===== src/rtl/tmr_pkg.sv =====
package tmr_pkg;
  typedef enum logic {
    SRC_TIMER = 1'b0,
    SRC_EVENT = 1'b1
  } cnt_src_e;
endpackage


===== src/rtl/tmr_sync_edge.sv =====
module tmr_sync_edge #(
  parameter int STAGES = 2
) (
  input  logic clk,
  input  logic rst,
  input  logic ce,
  input  logic async_in,
  output logic rise
);
  localparam int SH_W = STAGES + 1;
  logic [SH_W-1:0] sh;

  generate
    for (genvar g = 0; g < SH_W; g++) begin : g_stage
      always_ff @(posedge clk) begin
        if (rst) sh[g] <= 1'b0;
        else if (ce) begin
          if (g == 0) sh[g] <= async_in;
          else        sh[g] <= sh[(g == 0) ? 0 : g-1];
        end
      end
    end
  endgenerate

  assign rise = sh[STAGES-1] & ~sh[STAGES];

  AST_EDGE_ONCE: assert property (@(posedge clk) disable iff (rst)
    (ce && rise) |=> !rise);
endmodule


===== src/rtl/tmr_prescaler.sv =====
module tmr_prescaler #(
  parameter int PRE_W = 6
) (
  input  logic             clk,
  input  logic             rst,
  input  logic             ce,
  input  logic             clr,
  output logic             tick,
  output logic [PRE_W-1:0] pre_q
);
  localparam logic [PRE_W-1:0] PRE_MAX = '1;

  always_ff @(posedge clk) begin
    if (rst)      pre_q <= '0;
    else if (ce) begin
      if (clr)    pre_q <= '0;
      else        pre_q <= pre_q + 1'b1;
    end
  end

  assign tick = ce & ~clr & (pre_q == PRE_MAX);

  AST_PRE_CLEAR: assert property (@(posedge clk) disable iff (rst)
    (ce && clr) |=> (pre_q == '0));
  AST_PRE_HOLD: assert property (@(posedge clk) disable iff (rst)
    (!ce) |=> $stable(pre_q));
endmodule


===== src/rtl/tmr_counter.sv =====
module tmr_counter #(
  parameter int CNT_W = 4
) (
  input  logic             clk,
  input  logic             rst,
  input  logic             ce,
  input  logic             ld,
  input  logic [CNT_W-1:0] ld_data,
  input  logic             evt,
  output logic [CNT_W-1:0] cnt_q,
  output logic             wrap
);
  localparam logic [CNT_W-1:0] CNT_MAX = '1;

  always_ff @(posedge clk) begin
    if (rst)       cnt_q <= '0;
    else if (ce) begin
      if (ld)      cnt_q <= ld_data;
      else if (evt) cnt_q <= cnt_q + 1'b1;
    end
  end

  assign wrap = ce & evt & ~ld & (cnt_q == CNT_MAX);

  AST_LOAD: assert property (@(posedge clk) disable iff (rst)
    (ce && ld) |=> (cnt_q == $past(ld_data)));
  AST_WRAP_ZERO: assert property (@(posedge clk) disable iff (rst)
    wrap |=> (cnt_q == '0));
  AST_CNT_HOLD: assert property (@(posedge clk) disable iff (rst)
    (!ce) |=> $stable(cnt_q));
endmodule


===== src/rtl/tmr_flag.sv =====
module tmr_flag (
  input  logic clk,
  input  logic rst,
  input  logic ce,
  input  logic set,
  input  logic clr,
  input  logic wrap,
  output logic flag_q,
  output logic irq_q
);
  logic take;
  assign take = ce & wrap & ~flag_q;

  always_ff @(posedge clk) begin
    if (rst) begin
      flag_q <= 1'b0;
      irq_q  <= 1'b0;
    end else begin
      irq_q <= take;
      if (ce) begin
        if (set || take) flag_q <= 1'b1;
        else if (clr)    flag_q <= 1'b0;
      end
    end
  end

  AST_SET_WINS: assert property (@(posedge clk) disable iff (rst)
    (ce && set) |=> flag_q);
  AST_IRQ_PULSE: assert property (@(posedge clk) disable iff (rst)
    irq_q |=> !irq_q);
  AST_IRQ_FLAG: assert property (@(posedge clk) disable iff (rst)
    irq_q |-> flag_q);
  AST_MASKED: assert property (@(posedge clk) disable iff (rst)
    (ce && wrap && flag_q) |=> !irq_q);
endmodule


===== src/rtl/tmr_ctr_top.sv =====
module tmr_ctr_top #(
  parameter int CNT_W       = 4,
  parameter int PRE_W       = 6,
  parameter int SYNC_STAGES = 2
) (
  input  logic             clk,
  input  logic             rst,
  input  logic             ce,
  input  logic             ld_en,
  input  logic [CNT_W-1:0] ld_data,
  input  logic             mode_set,
  input  logic             mode_clr,
  input  logic             flag_set,
  input  logic             flag_clr,
  input  logic             ext_in,
  output logic             flag_q,
  output logic [CNT_W-1:0] cnt_q,
  output logic             irq
);
  import tmr_pkg::*;

  cnt_src_e          src_q;
  logic              ext_rise;
  logic              pre_tick;
  logic [PRE_W-1:0]  pre_val;
  logic              cnt_evt;
  logic              cnt_wrap;

  always_ff @(posedge clk) begin
    if (rst) src_q <= SRC_TIMER;
    else if (ce) begin
      if (mode_set)      src_q <= SRC_EVENT;
      else if (mode_clr) src_q <= SRC_TIMER;
    end
  end

  tmr_sync_edge #(.STAGES(SYNC_STAGES)) u_sync (
    .clk(clk), .rst(rst), .ce(ce), .async_in(ext_in), .rise(ext_rise)
  );

  tmr_prescaler #(.PRE_W(PRE_W)) u_pre (
    .clk(clk), .rst(rst), .ce(ce), .clr(ld_en), .tick(pre_tick), .pre_q(pre_val)
  );

  assign cnt_evt = ce & ((src_q == SRC_EVENT) ? ext_rise : pre_tick);

  tmr_counter #(.CNT_W(CNT_W)) u_cnt (
    .clk(clk), .rst(rst), .ce(ce), .ld(ld_en), .ld_data(ld_data),
    .evt(cnt_evt), .cnt_q(cnt_q), .wrap(cnt_wrap)
  );

  tmr_flag u_flag (
    .clk(clk), .rst(rst), .ce(ce), .set(flag_set), .clr(flag_clr),
    .wrap(cnt_wrap), .flag_q(flag_q), .irq_q(irq)
  );

  AST_MODE_SET: assert property (@(posedge clk) disable iff (rst)
    (ce && mode_set) |=> (src_q == SRC_EVENT));
  AST_EVT_NO_TICK: assert property (@(posedge clk) disable iff (rst)
    (ce && src_q == SRC_EVENT && !ext_rise && !ld_en) |=> $stable(cnt_q));
  AST_IDLE_NO_IRQ: assert property (@(posedge clk) disable iff (rst)
    (!ce) |=> !irq);
  AST_PRE_IDLE: assert property (@(posedge clk) disable iff (rst)
    (pre_val != '1) |-> !pre_tick);
endmodule


===== config.mk =====
export PLATFORM = sky130hd
export DESIGN_NAME = tmr_ctr_top
export DESIGN_NICKNAME = d
export VERILOG_FILES = /design/src/rtl/tmr_pkg.sv /design/src/rtl/tmr_sync_edge.sv /design/src/rtl/tmr_prescaler.sv /design/src/rtl/tmr_counter.sv /design/src/rtl/tmr_flag.sv /design/src/rtl/tmr_ctr_top.sv
export SDC_FILE = /design/constraint.sdc
export NUM_CORES = 1
export LEC_CHECK = 0
export BUFFER_PORTS_ARGS = -buffer_cell sky130_fd_sc_hd__buf_2
export CAP_MARGIN = 20
export CORE_ASPECT_RATIO = 0.6
export CORE_MARGIN = 10
export CORE_UTILIZATION = 30
export CTS_CLUSTER_SIZE = 28
export DETAILED_ROUTE_END_ITERATION = 8
export HOLD_SLACK_MARGIN = 0.03
export PLACE_DENSITY_LB_ADDON = 0.3
export SETUP_SLACK_MARGIN = 0.02
export SLEW_MARGIN = 20
export SYNTH_ARGS = -nofsm -noshare
export SYNTH_HDL_FRONTEND = slang
export SYNTH_HIERARCHICAL = 1
export SYNTH_SLANG_ARGS = --single-unit

===== constraint.sdc =====
create_clock -name clk -period 3.1 [get_ports clk]
set_clock_uncertainty 0.2 [all_clocks]
set_input_delay 0.155 -clock clk [delete_from_list [all_inputs] [get_ports clk]]
set_output_delay 0.155 -clock clk [all_outputs]
set_load 0.03 [all_outputs]

==> key figures, run 1 <==
Status
  – Outcome: complete, no violations

Power and ir drop
  – Net load switching power: 108 uW
  – Comb power frac: 13.5%
  – Clock power frac: 35.6%
  – Seq pwr share: 50.8%
  – Lkg Pwr: 0.398 nW
  – Worst VDD drop: 0.145 mV
  – Cell Pwr Density: 432 mW/mm^2
  – Sw Ratio: 24.9%
  – Total power: 432 uW
  – Pint: 325 uW

Logic synthesis
  – Library cells used by synthesis: 32
  – Synthesized instance count: 90
  – Yosys warns: 6
  – Ys flop type: dfxtp_1
  – Number of synthesized flops with an enable pin: 0
  – Flops & latches, synth: 16
  – Syn_area_per_cell: 8.90 sq um
  – Compound-Gate Fraction of Synth Area: 22.0%
  – Largest family of logic cells by synthesized area: simple AND/OR/NAND/NOR gates
  – Post-Syn Area: 801 sq um
  – Post-synthesis sequential area ratio: 40.0%
  – Post-Synth Simple-Gate Area: 26.3%
  – Synth Area in XOR/XNOR: 0%
  – Async SR Flop Fraction: 0%
  – Syn nets: 105
  – Adder-Cell Fraction of Synth Area: 3.13%
  – Post-synthesis mux area share: 6.25%

Clocking
  – Root Driver: clkbuf_8
  – CTS tree: done
  – Setup bufs post-CTS: 0
  – Htree depth: 1
  – Num Clock Sinks: 16
  – CTS buffer count: 3
  – Later-pin clock latency in the skew report: 0.25 ns
  – Clock tree buffer depth: 2
  – Clock transition at path regs: 0.06 ns
  – Post-CTS sizing: 0

Setup path
  – Max stage delay on crit path: 0.39 ns
  – Register-to-Register Path Depth: 9
  – Worst Path Arrival: 2.23 ns
  – Levels on crit path: 9
  – CP Class: reg -> reg
  – Crit path max-delay family: simple AND/OR/NAND/NOR gates
  – WP buf/inv: 0
  – CP Launch Type: flop
  – Cells along the critical path: ha_1 -> nand3_1 -> nor3_1 -> mux2i_1 -> nor2b_1 -> nand4_1 -> nor3b_1 -> o21ai_0 -> a211oi_2
  – Slowest CP cell: dfxtp_1
  – WP data required: 3.07 ns
  – Crit end category: flop
  – CP max FO: 5

Drt
  – Antenna Nets Post-Route: 0
  – Iteration-0 DRC Markers: 77
  – Vias per cell: 5.01
  – Vias: 731
  – Final wirelength: 1780 um
  – DR DRC count: 0
  – Avg WL per Cell: 12.2 um
  – Drt first pass iters: 4

Die
  – I/O Pins: 19
  – Die width: 86.7 um
  – Row cnt: 14
  – Die Area: 0.00520 sq mm
  – Die Ht: 60.0 um
  – Initial Utilization: 31.7%
  – Core area: 0.00252 sq mm

Global route
  – Largest net degree at the start of global routing: 21
  – GR Overflow Total: 0
  – Antenna violations before repair: 0
  – Vias in the first global route: 690
  – First-pass GRT wire length: 3240 um
  – Gr usage total: 7.62%

Timing
  – Final hold slack: 0.0496 ns
  – Final worst slack: 0.838 ns
  – Fmax: 442 MHz
  – RSZ-0062 raised after global routing: no
  – Worst-Margin Slew: 0.377 ns
  – Crit share post-route: 73.0%
  – Final Max Tran Viols: 0
  – Final setup viols: 0
  – Relative slew margins: 74.9%
  – Setup TNS: 0 ns
  – Hold Fails Final Rpt: 0
  – Fin crit period: 2.26 ns

Flow run
  – Max_cap viols: 0

Finish
  – P&R area growth vs syn: 25.0%
  – Share of cells above drive strength 1: 21.9%
  – Most common cell after layout, fill and taps aside: buf_2
  – Util after Layout: 39.7%
  – Most frequent cells in the layout: 18 x buf_2, 16 x dfxtp_1, 7 x nand2_1, 7 x o21ai_0, 7 x nor2_1
  – Layout Nets: 131
  – Antenna diodes: 0

Placed design
  – Dpl hpwl: 1320 um
  – Pre-CTS setup slack: 0.867 ns
  – RD Place Congestion: 0.740
  – IO buf count: 18

Min path
  – Worst Hold Class: in -> reg
  – Hold Path Stages: 3
-- area by class of cell --
| class | count | area [sq um] |
|---|---|---|
| fillers | 274 | 1520 |
| multi-input cells | 71 | 462 |
| flip-flops and latches | 16 | 320 |
| repair buffers | 22 | 130 |
| clock buffers | 3 | 41.3 |
| well taps | 32 | 40.0 |
| inverters | 2 | 7.51 |
-- worst min-delay path: cells and delay by family --
kind | cells | cell delay, ns
AO/OA/AOI/OAI | 1 | 0.08
buffers and inverters | 1 | 0.09
multiplexers | 1 | 0.12
-- sequential cells by signal (all words and copies together) (netlist names) --
| signal | count |
|---|---|
| u_flag/flag_q | 1 |
| u_flag/irq_q | 1 |
| u_pre/pre_q | 6 |
| u_cnt/cnt_q | 4 |
| u_sync/sh | 3 |
| src_q | 1 |
-- routing by layer --
metal,wire [um],global-route usage [%]
met2,818,11.5
met4,23,3.45
met5,0,0
met3,106,2.99
met1,835,9.36
-- power groups by stage --
stage / sequential, mW / combinational (mW) / clock (mW)
6_report: 0.220 / 0.0585 / 0.154
5_1_grt: 0.221 / 0.0652 / 0.170
4_1_cts: 0.220 / 0.0591 / 0.161
3_5_place_dp: 0.224 / 0.0549 / 0
3_3_place_gp: 0.224 / 0.0544 / 0
2_1_floorplan: 0.230 / 0.0255 / 0
-- path summary, 6_finish.rpt --
kind / from / endpoint / slack (ns)
max reg2reg: u_pre/pre_q[0] / u_flag/flag_q / 0.84
max: u_pre/pre_q[0] / u_flag/flag_q / 0.84
min: ld_data[1] / u_cnt/cnt_q[1] / 0.05
min reg2reg: u_flag/flag_q / u_flag/irq_q / 0.27
-- synthesized netlist by cell type, types with 2 or more instances --
library cell  count  area (sq um)
inv_1             2          7.51
a31oi_1           4          25.0
dfxtp_1          16           320
mux2i_1           5          50.1
ha_1              2          25.0
nor2_1            7          26.3
o21ai_0           7          35.0
a21oi_1           6          30.0
nand2_1           7          26.3
nor3b_1           3          22.5
nand3_1           5          25.0
or3_1             3          18.8
nor2b_1           4          25.0
-- stage by stage --
step / std cells / area, sq um
after floorplan: 90 / 801
after global placement: 139 / 920
after detailed placement: 139 / 920
after CTS: 146 / 1000
after global routing: 146 / 1000
final: 146 / 1000
-- kinds of logic (layout without fill, tap and decap cells) --
logic type                 count (synthesis)  in the layout
DFF                                       16             16
muxes                                      5              5
AOI/OAI and AO/OA                         27             27
and+or+nand+nor                           37             37
buffers and inverters                      3             27
adders and majority gates                  2              2
-- repair_timing --
| item | CTS | global route |
|---|---|---|
| hold endpoints to repair | 3 | 0 |
| endpoints found under the setup margin | 0 | 0 |
| hold buffers | 4 | 0 |
No activity file was read; power rests on OpenSTA's default activity.
==> run 2: changes to the inputs <==
Settings changed: ABC_AREA from default to 1.
Clock period 3.1 ns to 2.2 ns, I/O delays scaled along.
==> run 2 against run 1 <==
  * Utilization up 3.2 points
  * Synthesized cell count grew 41%
  * Design area increased by 9.5%
  * Combinational power increased by 76%
  * Sequential share of layout area down 2.5 points
  * Register-to-register slack lost 0.54 ns
  * Hold slack better by 0.011 ns
  * Clock-buffer cell count is the same
  * Global-route usage grew 0.98 points
  * Via count up 20%
  * Fmax increased by 19%
  * Cell count increased by 30%
  * Critical path type unchanged
  * Largest power group unchanged
==> key figures, run 2 <==
Setup path
  – R2r setup slk: 0.30 ns (was 0.84 ns)
  – Crit path from: u_pre/pre_q[0] (unchanged)
  – CP max FO: 4 (was 5)
  – Origin of the critical flop-to-flop path: u_pre/pre_q[0] (unchanged)
  – CP Class: reg -> reg (unchanged)
  – WP data required: 2.20 ns (was 3.07 ns)
  – Worst Path Arrival: 1.90 ns (was 2.23 ns)
  – CP endpoint: u_flag/flag_q (unchanged)
  – CP Launch Type: flop (unchanged)
  – Crit end category: flop (unchanged)
  – Register-to-Register Path Depth: 13 (was 9)
  – RR Endpoint: u_flag/flag_q (unchanged)

Global route
  – Vias in the first global route: 784 (was 690)
  – First-pass GRT wire length: 3650 um (was 3240 um)
  – Gr usage total: 8.61% (was 7.62%)
  – GR Overflow Total: 0 (unchanged)
  – Antenna violations before repair: 0 (unchanged)
  – Largest net degree at the start of global routing: 18 (was 21)

Power and ir drop
  – Clock power frac: 34.3% (was 35.6%)
  – Seq pwr share: 49.5% (was 50.8%)
  – Cell Pwr Density: 580 mW/mm^2 (was 432 mW/mm^2)
  – Comb power frac: 16.2% (was 13.5%)
  – Sw Ratio: 26.4% (was 24.9%)
  – Lkg Pwr: 0.530 nW (was 0.398 nW)
  – Total power: 635 uW (was 432 uW)
  – Net load switching power: 168 uW (was 108 uW)
  – Worst VDD drop: 0.243 mV (was 0.145 mV)
  – Pint: 467 uW (was 325 uW)

Clocking
  – Clock transition at path regs: 0.06 ns (about the same)
  – Setup bufs post-CTS: 0 (unchanged)
  – Root Driver: clkbuf_8 (unchanged)
  – Htree depth: 1 (unchanged)
  – CTS tree: done (unchanged)
  – Num Clock Sinks: 16 (unchanged)
  – CTS buffer count: 3 (unchanged)
  – Clock tree buffer depth: 2 (unchanged)
  – Later-pin clock latency in the skew report: 0.25 ns (about the same)

Logic synthesis
  – Syn nets: 142 (was 105)
  – Synth top area cells: dfxtp_1 39%, nand2_1 17%, nor2_1 9.6%, inv_1 8.2%, o21ai_0 4.3% (was dfxtp_1 40%, mux2i_1 6.3%, o21ai_0 4.4%, a21oi_1 3.8%, nand2_1 3.3%)
  – Library cells used by synthesis: 19 (was 32)
  – Post-Syn Area: 820 sq um (was 801 sq um)
  – Share of the synthesized area in the top cell type: 39.1% (was 40.0%)
  – Syn_area_per_cell: 6.45 sq um (was 8.90 sq um)
  – Count leader, synth: nand2_1 (was dfxtp_1)
  – Synth area leader: dfxtp_1 (unchanged)
  – Number of synthesized flops with an enable pin: 0 (unchanged)
  – Synthesized instance count: 127 (was 90)
  – Yosys warns: 6 (unchanged)
  – Flops & latches, synth: 16 (unchanged)
  – Ys flop type: dfxtp_1 (unchanged)
  – Async SR Flop Fraction: 0% (unchanged)
  – Commonest cells in the netlist: 37 x nand2_1, 21 x nor2_1, 18 x inv_1, 16 x dfxtp_1, 7 x o21ai_0 (was 16 x dfxtp_1, 7 x nand2_1, 7 x nor2_1, 7 x o21ai_0, 6 x a21oi_1)
  – Post-synthesis sequential area ratio: 39.1% (was 40.0%)

Drt
  – Iteration-0 DRC Markers: 76 (was 77)
  – Drt first pass iters: 7 (was 4)
  – Final wirelength: 2060 um (was 1780 um)
  – Vias: 879 (was 731)
  – Avg WL per Cell: 10.8 um (was 12.2 um)
  – DR DRC count: 0 (unchanged)
  – Vias per cell: 4.63 (was 5.01)
  – Antenna Nets Post-Route: 0 (unchanged)

Timing
  – Setup TNS: 0 ns (unchanged)
  – Fin crit period: 1.90 ns (was 2.26 ns)
  – Relative slew margins: 84.3% (was 74.9%)
  – Worst-Margin Slew: 0.235 ns (was 0.377 ns)
  – RSZ-0062 raised after global routing: no (unchanged)
  – Fmax: 525 MHz (was 442 MHz)
  – Hold Fails Final Rpt: 0 (unchanged)
  – Final Max Tran Viols: 0 (unchanged)
  – Crit share post-route: 86.6% (was 73.0%)
  – Final setup viols: 0 (unchanged)

Finish
  – Multi-input gate area: 429 sq um (was 462 sq um)
  – P&R area growth vs syn: 33.7% (was 25.0%)
  – Reg with most FFs: u_pre/pre_q (unchanged)
  – FF+latch area: 323 sq um (was 320 sq um)
  – Share of cells above drive strength 1: 20.9% (was 21.9%)
  – Max reg flops: 6 (unchanged)
  – Fillers: 281 (was 274)
  – Most common cell after layout, fill and taps aside: nand2_1 (was buf_2)
  – Layout Nets: 175 (was 131)
  – Most frequent cells in the layout: 37 x nand2_1, 21 x nor2_1, 18 x inv_1, 18 x buf_2, 14 x dfxtp_1 (was 18 x buf_2, 16 x dfxtp_1, 7 x nand2_1, 7 x o21ai_0, 7 x nor2_1)
  – Largest registers: u_pre/pre_q: 6 flops, u_cnt/cnt_q: 4 flops, u_sync/sh: 3 flops (unchanged)
  – Antenna diodes: 0 (unchanged)
  – Util after Layout: 42.9% (was 39.7%)

Status
  – Outcome: complete, no violations (unchanged)

Die
  – Die width: 87.5 um (was 86.7 um)
  – Die Area: 0.00529 sq mm (was 0.00520 sq mm)
  – Die Ht: 60.5 um (was 60.0 um)
  – Core area: 0.00256 sq mm (was 0.00252 sq mm)
  – Initial Utilization: 32.0% (was 31.7%)
  – I/O Pins: 19 (unchanged)
  – Row cnt: 14 (unchanged)

Placed design
  – IO buf count: 18 (unchanged)
  – RD Place Congestion: 0.778 (was 0.740)
  – Dpl hpwl: 1520 um (was 1320 um)

Min path
  – Worst Hold Class: in -> reg (unchanged)

Flow run
  – Max_cap viols: 0 (unchanged)
-- run 2: cell types whose count changed after synthesis, moves of 2 or more --
cell     before  now
nor2_1        7   21
inv_1         2   18
mux2i_1       5    0
nand3_2       0    2
o21ai_1       0    2
inv_2         0    2
or3_1         3    0
nor3b_1       3    0
nor2b_1       4    0
a31oi_1       4    0
nand2_1       7   37
-- run 2: layer usage --
layer	up-vias	share of wire [%]	track usage (%)
li1	461	-	-
met1	390	49	11.4
met2	24	42	12.6
met3	4	6.4	2.54
met4	0	2.0	4.07
met5	-	0	0
-- run 2: timing repair --
action / 4_1_cts / 5_1_grt
endpoints found under the hold margin: 10 / 0
resized for setup: 0 / 3
hold buffers: 9 / 0
endpoints found under the setup margin: 0 / 2
-- run 2: power by group through the flow --
| stage | Sequential, mW | Combinational (mW) | Clock [mW] |
|---|---|---|---|
| floorplan | 0.330 | 0.0436 | 0 |
| global placement | 0.320 | 0.0892 | 0 |
| detailed placement | 0.320 | 0.0902 | 0 |
| CTS | 0.314 | 0.103 | 0.224 |
| global route | 0.317 | 0.118 | 0.243 |
| finish | 0.314 | 0.103 | 0.218 |
-- run 2: final cells by class --
class | instances | share of cell area, %
Inverter | 20 | 6.85
Sequential cell | 16 | 29.5
Tap cell | 32 | 3.65
Timing Repair Buffer | 28 | 17.1
Clock buffer | 3 | 3.77
Multi-Input combinational cell | 91 | 39.2
-- run 2: cells by family (layout without fill, tap and decap cells) --
kind of cell,count (synthesis),after routing,share of synthesized area [%]
AND/OR/NAND/NOR,72,72,37.1
buffers and inverters,20,51,9.16
AO/OA/AOI/OAI,17,17,11.6
flip-flops,16,16,39.1
adder cells (fa/ha/maj),2,2,3.05
-- run 2: worst min-delay path by stage --
| stage | from | endpoint | depth (start not counted) |
|---|---|---|---|
| finish | ld_data[3] | u_cnt/cnt_q[3] | 5 |
| global placement | mode_set | src_q | 3 |
| CTS | ld_data[3] | u_cnt/cnt_q[3] | 5 |
| detailed placement | mode_set | src_q | 3 |
| global route | ld_data[3] | u_cnt/cnt_q[3] | 5 |
| floorplan | rst | src_q | 1 |
-- run 2: worst max-delay path, cell delays in order, from the launching register on --
cell,delay (ns)
dfxtp_2,0.36
ha_1,0.16
nand2_1,0.07
nor2_2,0.10
nand2_1,0.08
nor3_2,0.11
o21ai_0,0.10
nor2_1,0.18
nand4_1,0.11
nor2_1,0.10
nand3_1,0.10
nand3_1,0.08
nand2_1,0.06
inv_1,0.04
-- run 2: per-stage QoR --
stage	worst slack [ns]	std cells	cell area, sq um	hold WS [ns]
after detailed placement	0.260	178	957	0.174
after global routing	0.0515	190	1100	0.0825
after global placement	0.342	178	957	0.173
after CTS	0.219	190	1090	0.0550
after floorplan	0.444	127	820	-0.0276
final	0.295	190	1100	0.0605
